**src/rtl/ucs_pkg.sv**
```systemverilog
package ucs_pkg;

    localparam int TYPE_W  = 5;
    localparam int OFS_W   = 4;
    localparam int UADDR_W = TYPE_W + OFS_W;

    // address multiplexer commands
    localparam logic [1:0] ACMD_OFF = 2'b00;
    localparam logic [1:0] ACMD_COL = 2'b01;
    localparam logic [1:0] ACMD_ROW = 2'b10;
    localparam logic [1:0] ACMD_BLK = 2'b11;

    // data multiplexer commands
    localparam logic [1:0] DCMD_OFF = 2'b00;
    localparam logic [1:0] DCMD_WMK = 2'b01;
    localparam logic [1:0] DCMD_CMK = 2'b10;
    localparam logic [1:0] DCMD_PIX = 2'b11;

    typedef struct packed {
        logic             ras;
        logic             cas;
        logic             dsf;
        logic             we;
        logic             trg;
        logic             stretch;
        logic [1:0]       acmd;
        logic [1:0]       dcmd;
        logic             cap;
        logic             last;
        logic [OFS_W-1:0] jmp;
    } uword_t;

    localparam uword_t IDLE_WORD = '{ras: 1'b1, cas: 1'b1, dsf: 1'b0, we: 1'b1,
                                     trg: 1'b1, stretch: 1'b0, acmd: ACMD_OFF,
                                     dcmd: DCMD_OFF, cap: 1'b0, last: 1'b1,
                                     jmp: '0};

endpackage

```
**src/rtl/ucs_rom.sv**
```systemverilog
module ucs_rom
    import ucs_pkg::*;
#(
    parameter int TW = TYPE_W,
    parameter int OW = OFS_W
) (
    input  logic [TW+OW-1:0] addr,
    output uword_t           word
);

    localparam int PAGE_TAIL = 8;

    function automatic uword_t mk(logic r, logic c, logic d, logic w, logic t,
                                  logic s, logic [1:0] a, logic [1:0] dc,
                                  logic cp, logic l, logic [OW-1:0] j);
        uword_t u;
        u.ras = r; u.cas = c; u.dsf = d; u.we = w; u.trg = t;
        u.stretch = s; u.acmd = a; u.dcmd = dc; u.cap = cp; u.last = l;
        u.jmp = j;
        return u;
    endfunction

    function automatic logic [1:0] variant_lead_dcmd(logic [1:0] v);
        case (v)
            2'd0:    return DCMD_OFF;
            2'd1:    return DCMD_WMK;
            2'd2:    return DCMD_CMK;
            default: return DCMD_WMK;
        endcase
    endfunction

    function automatic uword_t read_page(logic [OW-1:0] o);
        case (o)
            OW'(0):  return mk(1, 1, 0, 1, 1, 0, ACMD_ROW, DCMD_OFF, 0, 0, OW'(1));
            OW'(1):  return mk(0, 1, 0, 1, 1, 1, ACMD_ROW, DCMD_OFF, 0, 0, OW'(2));
            OW'(2):  return mk(0, 0, 0, 1, 0, 0, ACMD_COL, DCMD_OFF, 1, 0, OW'(3));
            OW'(3):  return mk(1, 1, 0, 1, 1, 0, ACMD_OFF, DCMD_OFF, 0, 1, OW'(0));
            default: return IDLE_WORD;
        endcase
    endfunction

    function automatic uword_t write_page(logic [OW-1:0] o);
        logic [1:0] v;
        v = o[2:1];
        if (o < OW'(PAGE_TAIL)) begin
            if (!o[0])
                return mk(0, 1, 0, 1, 1, 0, ACMD_ROW, variant_lead_dcmd(v), 0, 0,
                          {o[OW-1:1], 1'b1});
            else
                return mk(0, 1, (v == 2'd3), 0, 1, 0, ACMD_COL, DCMD_PIX, 0, 0,
                          OW'(PAGE_TAIL));
        end
        else if (o == OW'(PAGE_TAIL))
            return mk(0, 0, 0, 0, 1, 1, ACMD_COL, DCMD_PIX, 0, 0, OW'(PAGE_TAIL + 1));
        else if (o == OW'(PAGE_TAIL + 1))
            return mk(1, 1, 0, 1, 1, 0, ACMD_OFF, DCMD_OFF, 0, 1, OW'(0));
        else
            return IDLE_WORD;
    endfunction

    logic [TW-1:0] page;
    logic [OW-1:0] ofs;

    assign page = addr[TW+OW-1:OW];
    assign ofs  = addr[OW-1:0];

    always_comb begin
        case (page)
            TW'(1):  word = read_page(ofs);
            TW'(2):  word = write_page(ofs);
            default: word = IDLE_WORD;
        endcase
    end

endmodule

```
**src/rtl/ucs_seq.sv**
```systemverilog
module ucs_seq
    import ucs_pkg::*;
#(
    parameter int TW = TYPE_W,
    parameter int OW = OFS_W
) (
    input  logic             clk,
    input  logic             rst_n,
    input  logic             start,
    input  logic [TW-1:0]    ctype_i,
    input  logic [OW-1:0]    ofs_i,
    input  uword_t           rom_word,
    output logic [TW+OW-1:0] rom_addr,
    output uword_t           word_q,
    output logic             active_q,
    output logic             done_q
);

    typedef struct packed {
        logic          active;
        logic          hold;
        logic          done;
        logic [TW-1:0] ctype;
        uword_t        word;
    } seq_state_t;

    seq_state_t s_d, s_q;
    logic       launch;

    assign launch = start && !s_q.active;

    always_comb begin
        if (launch) rom_addr = {ctype_i, ofs_i};
        else        rom_addr = {s_q.ctype, s_q.word.jmp};
    end

    always_comb begin
        s_d      = s_q;
        s_d.done = 1'b0;
        if (!s_q.active) begin
            if (start) begin
                s_d.active = 1'b1;
                s_d.hold   = 1'b0;
                s_d.ctype  = ctype_i;
                s_d.word   = rom_word;
            end
        end
        else if (s_q.word.stretch && !s_q.hold) begin
            s_d.hold = 1'b1;
        end
        else begin
            s_d.hold = 1'b0;
            if (s_q.word.last) begin
                s_d.active = 1'b0;
                s_d.done   = 1'b1;
                s_d.word   = IDLE_WORD;
            end
            else begin
                s_d.word = rom_word;
            end
        end
    end

    always_ff @(posedge clk or negedge rst_n) begin
        if (!rst_n) begin
            s_q.active <= 1'b0;
            s_q.hold   <= 1'b0;
            s_q.done   <= 1'b0;
            s_q.ctype  <= '0;
            s_q.word   <= IDLE_WORD;
        end
        else begin
            s_q <= s_d;
        end
    end

    assign word_q   = s_q.word;
    assign active_q = s_q.active;
    assign done_q   = s_q.done;

endmodule

```
**src/rtl/ucs_decode.sv**
```systemverilog
module ucs_decode (
    input  logic       active,
    input  logic       ras_f,
    input  logic       cas_f,
    input  logic       dsf_f,
    input  logic       we_f,
    input  logic       trg_f,
    input  logic [1:0] acmd_f,
    input  logic [1:0] dcmd_f,
    input  logic       cap_f,
    output logic       ras_n,
    output logic       cas_n,
    output logic       dsf,
    output logic       we_n,
    output logic       trg_n,
    output logic [1:0] addr_sel,
    output logic [1:0] data_sel,
    output logic       capture
);

    always_comb begin
        if (active) begin
            ras_n    = ras_f;
            cas_n    = cas_f;
            dsf      = dsf_f;
            we_n     = we_f;
            trg_n    = trg_f;
            addr_sel = acmd_f;
            data_sel = dcmd_f;
            capture  = cap_f;
        end
        else begin
            ras_n    = 1'b1;
            cas_n    = 1'b1;
            dsf      = 1'b0;
            we_n     = 1'b1;
            trg_n    = 1'b1;
            addr_sel = 2'b00;
            data_sel = 2'b00;
            capture  = 1'b0;
        end
    end

endmodule

```
**src/rtl/ucode_cycle_seq.sv**
```systemverilog
module ucode_cycle_seq
    import ucs_pkg::*;
#(
    parameter int TW = TYPE_W,
    parameter int OW = OFS_W
) (
    input  logic          clk,
    input  logic          rst_n,
    input  logic          start,
    input  logic [TW-1:0] cycle_type,
    input  logic [OW-1:0] start_ofs,
    output logic          busy,
    output logic          done,
    output logic          ras_n,
    output logic          cas_n,
    output logic          dsf,
    output logic          we_n,
    output logic          trg_n,
    output logic [1:0]    addr_sel,
    output logic [1:0]    data_sel,
    output logic          capture
);

    localparam int AW = TW + OW;

    logic [AW-1:0] rom_addr;
    uword_t        rom_word;
    uword_t        cur_word;
    logic          active;

    ucs_rom #(.TW(TW), .OW(OW)) u_rom (
        .addr (rom_addr),
        .word (rom_word)
    );

    ucs_seq #(.TW(TW), .OW(OW)) u_seq (
        .clk      (clk),
        .rst_n    (rst_n),
        .start    (start),
        .ctype_i  (cycle_type),
        .ofs_i    (start_ofs),
        .rom_word (rom_word),
        .rom_addr (rom_addr),
        .word_q   (cur_word),
        .active_q (active),
        .done_q   (done)
    );

    ucs_decode u_dec (
        .active   (active),
        .ras_f    (cur_word.ras),
        .cas_f    (cur_word.cas),
        .dsf_f    (cur_word.dsf),
        .we_f     (cur_word.we),
        .trg_f    (cur_word.trg),
        .acmd_f   (cur_word.acmd),
        .dcmd_f   (cur_word.dcmd),
        .cap_f    (cur_word.cap),
        .ras_n    (ras_n),
        .cas_n    (cas_n),
        .dsf      (dsf),
        .we_n     (we_n),
        .trg_n    (trg_n),
        .addr_sel (addr_sel),
        .data_sel (data_sel),
        .capture  (capture)
    );

    assign busy = active;

endmodule

```
**config.mk**
```make
export PLATFORM = sky130hd
export DESIGN_NAME = ucode_cycle_seq
export DESIGN_NICKNAME = d
export VERILOG_FILES = /design/src/rtl/ucs_pkg.sv /design/src/rtl/ucs_rom.sv /design/src/rtl/ucs_seq.sv /design/src/rtl/ucs_decode.sv /design/src/rtl/ucode_cycle_seq.sv
export SDC_FILE = /design/constraint.sdc
export NUM_CORES = 1
export LEC_CHECK = 0
export BUFFER_PORTS_ARGS = -buffer_cell sky130_fd_sc_hd__buf_4
export CELL_PAD_IN_SITES_DETAIL_PLACEMENT = 0
export CELL_PAD_IN_SITES_GLOBAL_PLACEMENT = 1
export CORE_MARGIN = 1
export CORE_UTILIZATION = 35
export DETAILED_ROUTE_END_ITERATION = 12
export PLACE_DENSITY = 0.7
export REMOVE_ABC_BUFFERS = 1
export SLEW_MARGIN = 10
export SYNTH_ARGS = -nofsm -noshare
export SYNTH_HDL_FRONTEND = slang
export SYNTH_SLANG_ARGS = --single-unit
```
**constraint.sdc**
```tcl
create_clock -name clk -period 3.5 [get_ports clk]
set_input_delay 0.175 -clock clk [delete_from_list [all_inputs] [get_ports clk]]
set_output_delay 0.175 -clock clk [all_outputs]
set_load 0.05 [all_outputs]
```
### Word level (Yosys, flattened, before mapping)

Index checks and enable logic that the tools add are counted.

* order comparisons: 1
* eq/ne operators: 8
* multiplexer cells: 27
* bitwise logic cells: 1
* reduce and logical (&&, ||, !) cells: 9

Operators by type and width (count)
* 16-bit 2-to-1 mux: 6
* 16-bit case mux with 3 select lines: 1
* 16-bit case mux with 2 select lines: 1
* 14-bit 2-to-1 mux: 1
* 1-bit 2-to-1 mux: 12
* 9-bit 2-to-1 mux: 1
* 2-bit 2-to-1 mux: 4
* 5-bit by 1-bit equality test with 1-bit output (second input constant): 1
* 5-bit by 2-bit equality test with 1-bit output (second input constant): 1
* 2-bit equality test (second input constant): 2
* 4-bit by 1-bit equality test with 1-bit output (second input constant): 1
* 4-bit by 2-bit equality test with 1-bit output (second input constant): 1
* 4-bit equality test (second input constant): 1
* 4-bit logical NOT: 1
* 4-bit less-than comparator (second input constant): 1
* 2-bit case mux with 2 select lines: 1
* 2-bit AND reduction: 2
* 1-bit logical AND: 2
* 1-bit logical NOT: 2
* 2-bit logical NOT: 1
* 2-bit inequality test (second input constant): 1
* 2-bit nonzero test: 1
* 1-bit NOT: 1

* register bits after elaboration: 24
* input bits: 12
* output and inout port bits: 12
* logic and storage cells: 61

### Logic depth before layout (Yosys ltp)

Gate-level depths: netlist (run 1).

* word-level depth: 11
* gate-level depth with buffers: 6
* gate-level depth less buffers: 5

### Modules after synthesis

A second synthesis (run 1) with hierarchy kept.

* cell total of the unflattened synthesis: 171
* area total of the unflattened synthesis: 1595.3 um^2

By module, submodules not included
* ucs_seq: instances 1, cells an instance 107, area an instance 1201.2 um^2, seq. area each 606.8 um^2
* ucs_rom: instances 1, cells an instance 54, area an instance 331.6 um^2, seq. area each 0.0 um^2
* ucs_decode: instances 1, cells an instance 10, area an instance 62.6 um^2, seq. area each 0.0 um^2

### Worst setup path before layout (run 1)

No wires, ideal clock.

* path kind: register to register
* start: register, netlist name u_seq.active_q
* end: register u_seq.s_q, in the netlist u_seq.word_q[15]
* library setup time: 83 ps
* data arrival time: 2056 ps
* required time: 3417 ps
* path slack: 1360 ps
* stages on the path, launching flop included: 6
* period minus slack after synthesis: 2140 ps
* path through: dfrtp_1 -> nand2b_2 -> mux2_4 -> or3_1 -> and3b_1 -> o32a_1

* cells in the longest elaborated chain, start to end: 10

Ends and longest elaborated chain
* branches (longest 10 deep; another with 4-bit less-than comparator)
* end: declaration: line ucs_seq.sv:27 `seq_state_t s_d, s_q;`

Parallel ways; which one is timed is not known. The select of a mux whose other input is x is not followed.
A chain may end at the register's enable or synchronous reset.

### Final worst setup path (run 1)

* start: register, netlist name u_seq.active_q
* end: register u_seq.s_q, in the netlist u_seq.word_q[8]

* cells in the longest elaborated chain, start to end: 10

Ends and longest elaborated chain
* branches (longest 10 deep; another with 4-bit less-than comparator)

Parallel ways; which one is timed is not known. The select of a mux whose other input is x is not followed.

==> flow_summary_export.csv, run 1 <==
group,metric,value,unit
outcome,outcome,"finished clean",
pwr,powerDensity,622,nW/um2
worst_setup_path,r2r_start,"u_seq.active_q$_DFF_PN0_",
synthesis,syn_avg_cell_area,9.74,um2
synthesis,ys_seq_elements,24,
global_route,grt_max_degree,25,
worst_setup_path,worst_r2r_endpoint,"u_seq.word_q[8]$_DFFE_PN0P_",
pwr,swShare,0.386,
routing,vias,1112,
flow_run,maxCapViolCount,0,
global_route,antenna_found_initial,0,
worst_setup_path,timing_worst_setup_path_type,"flop to flop",
die,pin_count,24,
timing,worst-slew-pin-transition,686,ps
worst_setup_path,crit_fanout,24,
worst_setup_path,cp.required,3710,ps
cts,clkLatencyLatePin,270,ps
synthesis,synthTopCellsByArea,"dfrtp_1 (36%), dfstp_2 (9.9%), mux2i_1 (4.5%)",
synthesis,synth_top_area_share,0.359,
synthesis,yosysTopAreaCell,"dfrtp_1",
finish,area_delta_synth_final,21.9,%
cts,cts_buffers,3,
timing,final.min_clock_period,2580,ps
finish,seqCellArea,607,um2
pwr,pwr-share-seq,0.393,
place,place_ws,923,ps
finish,utilization,0.466,
worst_setup_path,critPathArrivalTime,2790,ps
cts,cts_tree,"yes",
timing,slew_viol_final,0,
synthesis,yosys-top-cells-count,"dfrtp_1 (19), nand2_1 (16), nor2_1 (13)",
worst_setup_path,setup.worst_path.end_class,"flop",
timing,relSlewSlack,0.542,
cts,cts_hold_buffers,1,
pwr,p_clk_frac,0.244,
timing,worst_slack,920,ps
die,die_area,4040,um2
finish,n_fill_cell,351,
global_route,grt_pass1_vias,1093,
cts,htreeDepth,1,
synthesis,synth_cells,136,
pwr,power_frac_comb,0.363,
worst_setup_path,r2r_slack,920,ps
worst_setup_path,rr_worst_depth,5,
place,port_buffers,23,
place,gp_congestion,0.852,
global_route,grt_first_pass_wirelength,5.41,mm
timing,fin_crit_sh,0.737,
routing,wl_per_cell,15.2,um
timing,finClkSkew,1.71,ps
cts,cts.sinks,24,
worst_hold_path,hold_depth,3,
finish,layout-drive-gt1-share,0.233,
cts,cts_resized,0,
finish,num_antenna_cells,0,
routing,dr.first_iter.drc_count,43,
synthesis,ys_types,45,
routing,drc,0,
pwr,cellLeakagePower,0.756,nW
pwr,netSwitchingPower,0.000388,W
timing,rsz0062_at_grt,"false",
pwr,p_int,0.000617,W
die,die_x,63.5,um
timing,finalSetupViolations,0,
global_route,track_usage,0.173,
synthesis,synth_warnings,0,
synthesis,synth-edff-count,0,
die,initial_core_util,0.382,
synthesis,synth_seq_area_share,0.458,
cts,post-cts-setup-buffers,0,
worst_hold_path,hp-class,"primary input to flop",
timing,finalHoldViolCount,0,
routing,postRouteAntennaNets,0,
global_route,gr-total-overflow,0,
synthesis,ys_async_sr_fraction,1.00,
die,rows,21,
cts,root_buffer,"clkbuf_8",
routing,routed_wirelength,3.12,mm
place,dp_hpwl,2.31,mm
cts,clk_pin_slew_worst_paths,90,ps
routing,first_pass_iters,4,
timing,tns,0,ps
cts,cts_buffer_depth,2,
synthesis,ys.flop_type,"dfrtp_1",
timing,max_freq,388,MHz
routing,via_per_inst,5.42,
worst_setup_path,cp-start-kind,"flop",
die,coreArea,3470,um2
worst_hold_path,hold_path_end,"u_seq.s_q[17]$_DFFE_PN0N_",
pwr,vdd_drop_max,0.000318,V
finish,multi_input_area,686,um2
synthesis,netlist_area,1330,um2
die,die_h,63.5,um
worst_hold_path,hp-start,"cycle_type[1]",
finish,nets,172,
synthesis,yosysMostFrequentCell,"dfrtp_1",
[critical path, cell delays in order, from the launching register on]
cell and delay [ps]:
dfrtp_1 790, nand2b_2 460, mux2i_1 430, nand4_1 280
nor3_1 400, a211o_1 150
[layer usage]
layer / vias up / wire, um / GRT usage
met5: - / 0 / 0
met4: 0 / 19 / 0.0341
met3: 2 / 110 / 0.0326
met2: 20 / 1390 / 0.266
met1: 542 / 1600 / 0.251
li1: 548 / - / -
[cell usage in the layout (no fill, tap or decap), drive strengths merged, types with 4 or more instances in the layout]
| cell | n |
|---|---|
| a21o | 4 |
| a21oi | 6 |
| and2 | 6 |
| buf | 23 |
| dfrtp | 19 |
| dfstp | 5 |
| mux2i | 6 |
| nand2 | 16 |
| nand2b | 6 |
| nor2 | 13 |
| o31ai | 4 |
[worst max-delay path by stage]
stage / start / endpoint / cells after the start
floorplan: u_seq.active_q$_DFF_PN0_ / u_seq.word_q[15]$_DFFE_PN1P_ / 5
global placement: u_seq.active_q$_DFF_PN0_ / u_seq.word_q[15]$_DFFE_PN1P_ / 5
detailed placement: u_seq.active_q$_DFF_PN0_ / u_seq.word_q[8]$_DFFE_PN0P_ / 5
CTS: u_seq.active_q$_DFF_PN0_ / u_seq.word_q[8]$_DFFE_PN0P_ / 5
global route: u_seq.active_q$_DFF_PN0_ / u_seq.word_q[8]$_DFFE_PN0P_ / 5
finish: u_seq.active_q$_DFF_PN0_ / u_seq.word_q[8]$_DFFE_PN0P_ / 5
[state kept, by name, indices dropped and copies added (netlist names)]
| register | count |
|---|---|
| u_seq.active_q | 1 |
| u_seq.done_q | 1 |
| u_seq.word_q | 16 |
| u_seq.s_q | 6 |
[logic make-up after synthesis]
kind of cell | count (synthesis) | synth area share
AND/OR/NAND/NOR | 63 | 0.259
multiplexers | 8 | 0.0652
AO/OA/AOI/OAI | 33 | 0.194
buffers and inverters | 8 | 0.0246
flip-flops | 24 | 0.458
[through the flow]
stage	instance area, um2	hold WS, ps	power [W]	cells
after global placement	1530	94.4	0.000761	200
after CTS	1620	99.2	0.00102	205
final	1620	105	0.00101	205
after detailed placement	1530	93.1	0.000767	200
after global routing	1620	104	0.00107	205
after floorplan	1300	-121	0.000652	131
[power by group through the flow]
stage	clock network [W]	registers, W	logic [W]
after floorplan	0	0.000422	0.000230
after global placement	0	0.000400	0.000361
after detailed placement	0	0.000402	0.000365
after CTS	0.000252	0.000396	0.000367
after global routing	0.000259	0.000407	0.000405
final	0.000245	0.000395	0.000365
[cell type report]
type,instances,share of cell area
Tap cell,46,0.0356
Multi-Input combinational cell,104,0.424
Clock buffer,3,0.0256
Sequential cell,24,0.376
Inverter,3,0.00697
Clock inverter,1,0.0186
Timing Repair Buffer,24,0.113
(Power assumes the default switching activity.)
==> run 2, diff against run 1 <==
- ABC_AREA: not set -> 1
- PLACE_DENSITY: 0.7 -> 0.76
- clock period: 3.5 -> 2.25 ns (I/O delays scaled with it)
==> run 2 against run 1 <==
Effect of this change:
- critical endpoint is now u_seq.word_q[7]$_DFFE_PN0P_
- flip-flop and latch count did not move
- via count rose by 20%
- die area rose by 12%
- register-to-register slack got worse by 510 ps
- critical path type unchanged
- fmax rose by 40%
- largest cell class unchanged
==> flow_summary_export.csv, run 2 <==
group,metric,value,unit
die,rows,23,
synthesis,synth_warnings,0,
worst_setup_path,critPathArrivalTime,2010,ps
synthesis,yosysTopAreaCell,"dfrtp_1",
pwr,pwr-share-seq,0.322,
timing,rsz0062_at_grt,"false",
finish,layout-drive-gt1-share,0.233,
global_route,grt.met2_usage,0.270,
synthesis,synth_seq_area_share,0.406,
timing,finalSetupViolations,0,
synthesis,synth-edff-count,0,
cts,htreeDepth,1,
timing,finalHoldViolCount,0,
routing,drc,0,
outcome,outcome,"finished clean",
worst_setup_path,cp-start-kind,"flop",
worst_setup_path,r2r_slack,410,ps
worst_setup_path,cp.required,2420,ps
die,initial_core_util,0.368,
worst_hold_path,hp-class,"primary input to flop",
worst_hold_path,hold_path_end,"u_seq.s_q[18]$_DFFE_PN0N_",
finish,layout_common_cells,"nand2_1 (71), inv_1 (31), buf_4 (25)",
cts,cts_tree,"yes",
global_route,gr-total-overflow,0,
synthesis,synth_top_area_share,0.318,
global_route,grt_pass1_vias,1225,
cts,cts.sinks,24,
worst_setup_path,worst_r2r_endpoint,"u_seq.word_q[7]$_DFFE_PN0P_",
global_route,grt_max_degree,25,
place,port_buffers,23,
routing,via_per_inst,4.66,
global_route,grt_busiest_layer,"met2",
pwr,p_clk_frac,0.226,
worst_setup_path,rr_worst_depth,8,
finish,area_delta_synth_final,18.7,%
cts,cts_resized,0,
global_route,antenna_found_initial,0,
synthesis,ys_async_sr_fraction,1.00,
synthesis,yosysMostFrequentCell,"nand2_1",
routing,first_pass_iters,4,
cts,root_buffer,"clkbuf_8",
synthesis,synth_cells,212,
pwr,swShare,0.439,
synthesis,ys_seq_elements,24,
finish,nets,249,
place,dp.cells,281,
worst_setup_path,crit_fanout,15,
routing,wl_per_cell,11.7,um
worst_setup_path,setup.worst_path.end_class,"flop",
cts,clk_pin_slew_worst_paths,90,ps
timing,max_freq,544,MHz
finish,num_antenna_cells,0,
pwr,fin_total_pwr,0.00172,W
global_route,grt.met3_usage,0.0169,
routing,postRouteAntennaNets,0,
worst_setup_path,timing_worst_setup_path_type,"flop to flop",
synthesis,syn_avg_cell_area,7.05,um2
worst_setup_path,crit_start,"u_seq.active_q$_DFF_PN0_",
routing,dr.first_iter.drc_count,62,
synthesis,ys.flop_type,"dfrtp_1",
worst_hold_path,hp-start,"cycle_type[2]",
timing,fin_crit_sh,0.817,
timing,holdWs,71.6,ps
global_route,grt_first_pass_wirelength,5.70,mm
worst_hold_path,hold_depth,3,
finish,seqCellArea,607,um2
pwr,power_frac_comb,0.452,
die,die_x,67.4,um
pwr,vdd_drop_max,0.000345,V
synthesis,ys_types,24,
die,die_area,4540,um2
place,gp_congestion,0.813,
routing,vias,1332,
finish,largest_reg_flops,16,
synthesis,netlist_area,1500,um2
flow_run,maxCapViolCount,0,
synthesis,synthTopCellsByArea,"dfrtp_1 (32%), nand2_1 (18%), dfstp_2 (8.8%)",
finish,multi_input_area,712,um2
worst_setup_path,r2r_start,"u_seq.active_q$_DFF_PN0_",
finish,utilization,0.437,
pwr,cellLeakagePower,1.00,nW
cts,cts_buffer_depth,2,
die,coreArea,4060,um2
timing,tns,0,ps
finish,n_fill_cell,431,
global_route,track_usage,0.168,
die,pin_count,24,
finish,stdcell_count,286,
pwr,p_int,0.000968,W
timing,relSlewSlack,0.729,
timing,final.min_clock_period,1840,ps
global_route,grt.met1_usage,0.235,
timing,finClkSkew,2.64,ps
pwr,powerDensity,971,nW/um2
cts,clkLatencyLatePin,270,ps
cts,cts_buffers,3,
place,dp_hpwl,2.52,mm
synthesis,yosys-top-cells-count,"nand2_1 (71), inv_1 (31), nand3_1 (21), dfrtp_1 (19), nor2_1 (19)",
routing,routed_wirelength,3.35,mm
finish,layout_commonest_cell,"nand2_1",
die,die_h,67.4,um
timing,worst-slew-pin-transition,406,ps
timing,slew_viol_final,0,
pwr,netSwitchingPower,0.000756,W
[run 2: how the worst max path moves through the flow]
stage | to | slack [ps] | cells after the start
2_1_floorplan | u_seq.word_q[11]$_DFFE_PN1P_ | 240 | 8
3_3_place_gp | u_seq.word_q[7]$_DFFE_PN0P_ | 470 | 8
3_5_place_dp | u_seq.word_q[7]$_DFFE_PN0P_ | 430 | 8
4_1_cts | u_seq.word_q[7]$_DFFE_PN0P_ | 410 | 8
5_1_grt | u_seq.word_q[7]$_DFFE_PN0P_ | 230 | 8
6_report | u_seq.word_q[7]$_DFFE_PN0P_ | 410 | 8
[run 2: power by group through the flow]
stage	Sequential (W)	Combinational [W]	Clock, W
3_5_place_dp	0.000564	0.000779	0
4_1_cts	0.000555	0.000786	0.000395
6_report	0.000555	0.000780	0.000389
2_1_floorplan	0.000632	0.000495	0
5_1_grt	0.000567	0.000886	0.000410
3_3_place_gp	0.000560	0.000779	0
[run 2: cell type report]
type / instances / share of cell area
multi-input combinational: 149 / 0.401
sequential: 24 / 0.342
timing repair buffer: 26 / 0.111
inverter: 33 / 0.0698
tap: 50 / 0.0353
clock buffer: 3 / 0.0233
clock inverter: 1 / 0.0169
[run 2: cell families (layout without fill, tap and decap cells)]
logic type,count (synthesis),count (layout),synth area share
buffers and inverters,39,63,0.118
AOI/OAI and AO/OA,14,14,0.0536
DFF,24,24,0.406
and+or+nand+nor,135,135,0.423
[run 2: worst max-delay path, cell delays in order (launching register included)]
cell	delay [ps]
dfrtp_1	460
inv_2	220
nand2_4	170
nand2_1	110
nand2_2	90
nor2_1	310
o21ai_0	180
nand4_1	130
nand2_1	60
[run 2: metrics by stage]
stage	instance area [um2]	worst slack, ps
after floorplan	1440	243
after global placement	1690	467
after detailed placement	1690	428
after CTS	1770	413
after global routing	1770	229
final	1770	411
[run 2: layer usage]
layer | share of wire | up-vias
li1 | - | 702
met3 | 0.033 | 9
met1 | 0.51 | 589
met4 | 0.022 | 0
met5 | 0 | -
met2 | 0.43 | 32
[run 2: what timing repair did]
| action | in CTS | in global routing |
|---|---|---|
| hold buffers | 1 | 0 |
| setup buffers | 0 | 0 |
| endpoints found under the hold margin | 19 | 0 |
==> run 3, diff against run 2 <==
- PLACE_DENSITY: 0.76 -> 0.73
- clock period: 2.25 -> 1.81 ns (I/O delays scaled with it)
==> run 3 against run 2 <==
Effect of this change:
- worst hold slack got worse by 18 ps
- register-to-register slack got worse by 290 ps
- largest cell class unchanged
- first-iteration DRC count increased by 50%
- critical endpoint is now u_seq.word_q[11]$_DFFE_PN1P_
- critical path type unchanged
==> flow_summary_export.csv, run 3 (synthesis results as in run 2) <==
group,metric,value,unit
outcome,outcome,"finished clean",
place,dp.cells,285,
timing,final.min_clock_period,1690,ps
finish,layout-drive-gt1-share,0.264,
cts,clkLatencyLatePin,270,ps
routing,first_pass_iters,4,
pwr,power_frac_comb,0.489,
worst_setup_path,cp-start-kind,"flop",
timing,max_freq,593,MHz
timing,worst-slew-pin-transition,404,ps
finish,nets,255,
pwr,vdd_drop_max,0.000748,V
routing,postRouteAntennaNets,0,
worst_setup_path,timing_worst_setup_path_type,"flop to flop",
die,die_h,67.4,um
worst_setup_path,setup.worst_path.end_class,"flop",
die,initial_core_util,0.368,
pwr,pwr-share-seq,0.301,
routing,via_per_inst,4.55,
routing,vias,1329,
die,rows,23,
die,pin_count,24,
flow_run,maxCapViolCount,0,
timing,fin_crit_sh,0.932,
worst_setup_path,crit_fanout,8,
routing,drc,0,
cts,root_buffer,"clkbuf_8",
timing,relSlewSlack,0.731,
place,dp_hpwl,2.55,mm
worst_setup_path,critPathArrivalTime,1900,ps
pwr,swShare,0.428,
timing,finClkSkew,5.76,ps
timing,finalSetupViolations,0,
worst_setup_path,critPathMaxStageDelay,410,ps
routing,wl_met1,1.66,mm
pwr,p_int,0.00129,W
cts,cts_buffers,3,
timing,tns,0,ps
finish,largest_reg_flops,16,
global_route,grt_max_degree,25,
routing,dr.first_iter.drc_count,93,
routing,route.met2.wl,1.51,mm
worst_setup_path,cp.required,2020,ps
routing,routed_wirelength,3.40,mm
place,port_buffers,23,
place,gp_congestion,0.825,
finish,finalInstanceArea,1830,um2
routing,routed.top_layer,"met4",
global_route,grt_pass1_vias,1210,
pwr,netSwitchingPower,0.000964,W
routing,wl_met3,144,um
cts,cts_buffer_depth,2,
worst_setup_path,cp_slowest_cell,"dfrtp_1",
pwr,powerDensity,1230,nW/um2
timing,slew_viol_final,0,
pwr,cellLeakagePower,1.03,nW
cts,cts_tree,"yes",
worst_setup_path,cpMostUsedCell,"nor2_4",
global_route,track_usage,0.168,
cts,htreeDepth,1,
routing,wl_per_cell,11.6,um
worst_setup_path,crit_chain,"buf_4, nor2_4, nand2_1, nand2_2, nand3_4, nor2_4, nand4_1, o21a_1",
place,placedInstanceArea,1720,um2
cts,clk_pin_slew_worst_paths,90,ps
timing,finalHoldViolCount,0,
die,die_x,67.4,um
die,coreArea,4060,um2
finish,utilization,0.451,
finish,layout_commonest_cell,"nand2_1",
finish,num_antenna_cells,0,
finish,area_delta_synth_final,22.3,%
worst_setup_path,r2r_slack,120,ps
die,die_area,4540,um2
global_route,antenna_found_initial,0,
pwr,p_clk_frac,0.211,
worst_hold_path,hp-class,"primary input to flop",
global_route,grt_first_pass_wirelength,5.62,mm
timing,rsz0062_at_grt,"false",
global_route,gr-total-overflow,0,
cts,cts.sinks,24,
finish,stdcell_count,292,
finish,layout_common_cells,"nand2_1 (69), inv_1 (31), buf_4 (31)",
[run 3: worst max-delay path, delay by kind of cell (launching register included)]
kind                   cells  cell delay [ps]
AOI/OAI and AO/OA          1              160
DFF                        1              410
and+or+nand+nor            6              880
buffers and inverters      1              160
[run 3: metrics by stage]
| stage | hold WS, ps | total power (W) | worst slack [ps] |
|---|---|---|---|
| 2_1_floorplan | -205 | 0.00140 | -197 |
| 3_3_place_gp | 13.1 | 0.00176 | 126 |
| 3_5_place_dp | 13.5 | 0.00175 | 136 |
| 4_1_cts | 47.2 | 0.00224 | 77.9 |
| 5_1_grt | 54.0 | 0.00241 | 1.19 |
| 6_report | 53.6 | 0.00225 | 124 |
[run 3: power groups by stage]
stage / sequential [W] / combinational (W) / clock [W]
6_report: 0.000678 / 0.00110 / 0.000475
3_3_place_gp: 0.000688 / 0.00107 / 0
2_1_floorplan: 0.000786 / 0.000615 / 0
5_1_grt: 0.000691 / 0.00122 / 0.000507
4_1_cts: 0.000679 / 0.00107 / 0.000491
3_5_place_dp: 0.000689 / 0.00106 / 0
[run 3: cell type report]
| cell class | count | area (um2) |
|---|---|---|
| Timing Repair Buffer | 32 | 243 |
| Tap cell | 50 | 62.6 |
| Clock buffer | 3 | 41.3 |
| Fill cell | 417 | 2230 |
| Clock inverter | 1 | 30.0 |
| Inverter | 33 | 124 |
| Multi-Input combinational cell | 149 | 721 |
| Sequential cell | 24 | 607 |
[run 3: metal layers]
layer | up-vias | global-route usage
met4 | 0 | 0.0612
li1 | 710 | -
met3 | 11 | 0.0422
met1 | 575 | 0.227
met2 | 33 | 0.258
met5 | - | 0
[run 3: worst paths after layout]
path,from,endpoint,cells past startpoint
worst max-delay path,u_seq.active_q$_DFF_PN0_,u_seq.word_q[11]$_DFFE_PN1P_,8
worst min register to register,u_seq.word_q[6]$_DFFE_PN0P_,u_seq.word_q[6]$_DFFE_PN0P_,2
min in group asynchronous,rst_n,u_seq.s_q[16]$_DFFE_PN0N_,2
worst min-delay path,cycle_type[2],u_seq.s_q[18]$_DFFE_PN0N_,3
worst max register to register,u_seq.active_q$_DFF_PN0_,u_seq.word_q[11]$_DFFE_PN1P_,8
max in group asynchronous,rst_n,u_seq.word_q[15]$_DFFE_PN1P_,2
[run 3: timing repair]
| action | CTS | global route |
|---|---|---|
| hold buffers | 1 | 0 |
| gates resized for setup | 0 | 3 |
| endpoints found under the hold margin | 24 | 0 |
| setup endpoints to repair | 0 | 5 |
| buffers inserted | 0 | 2 |
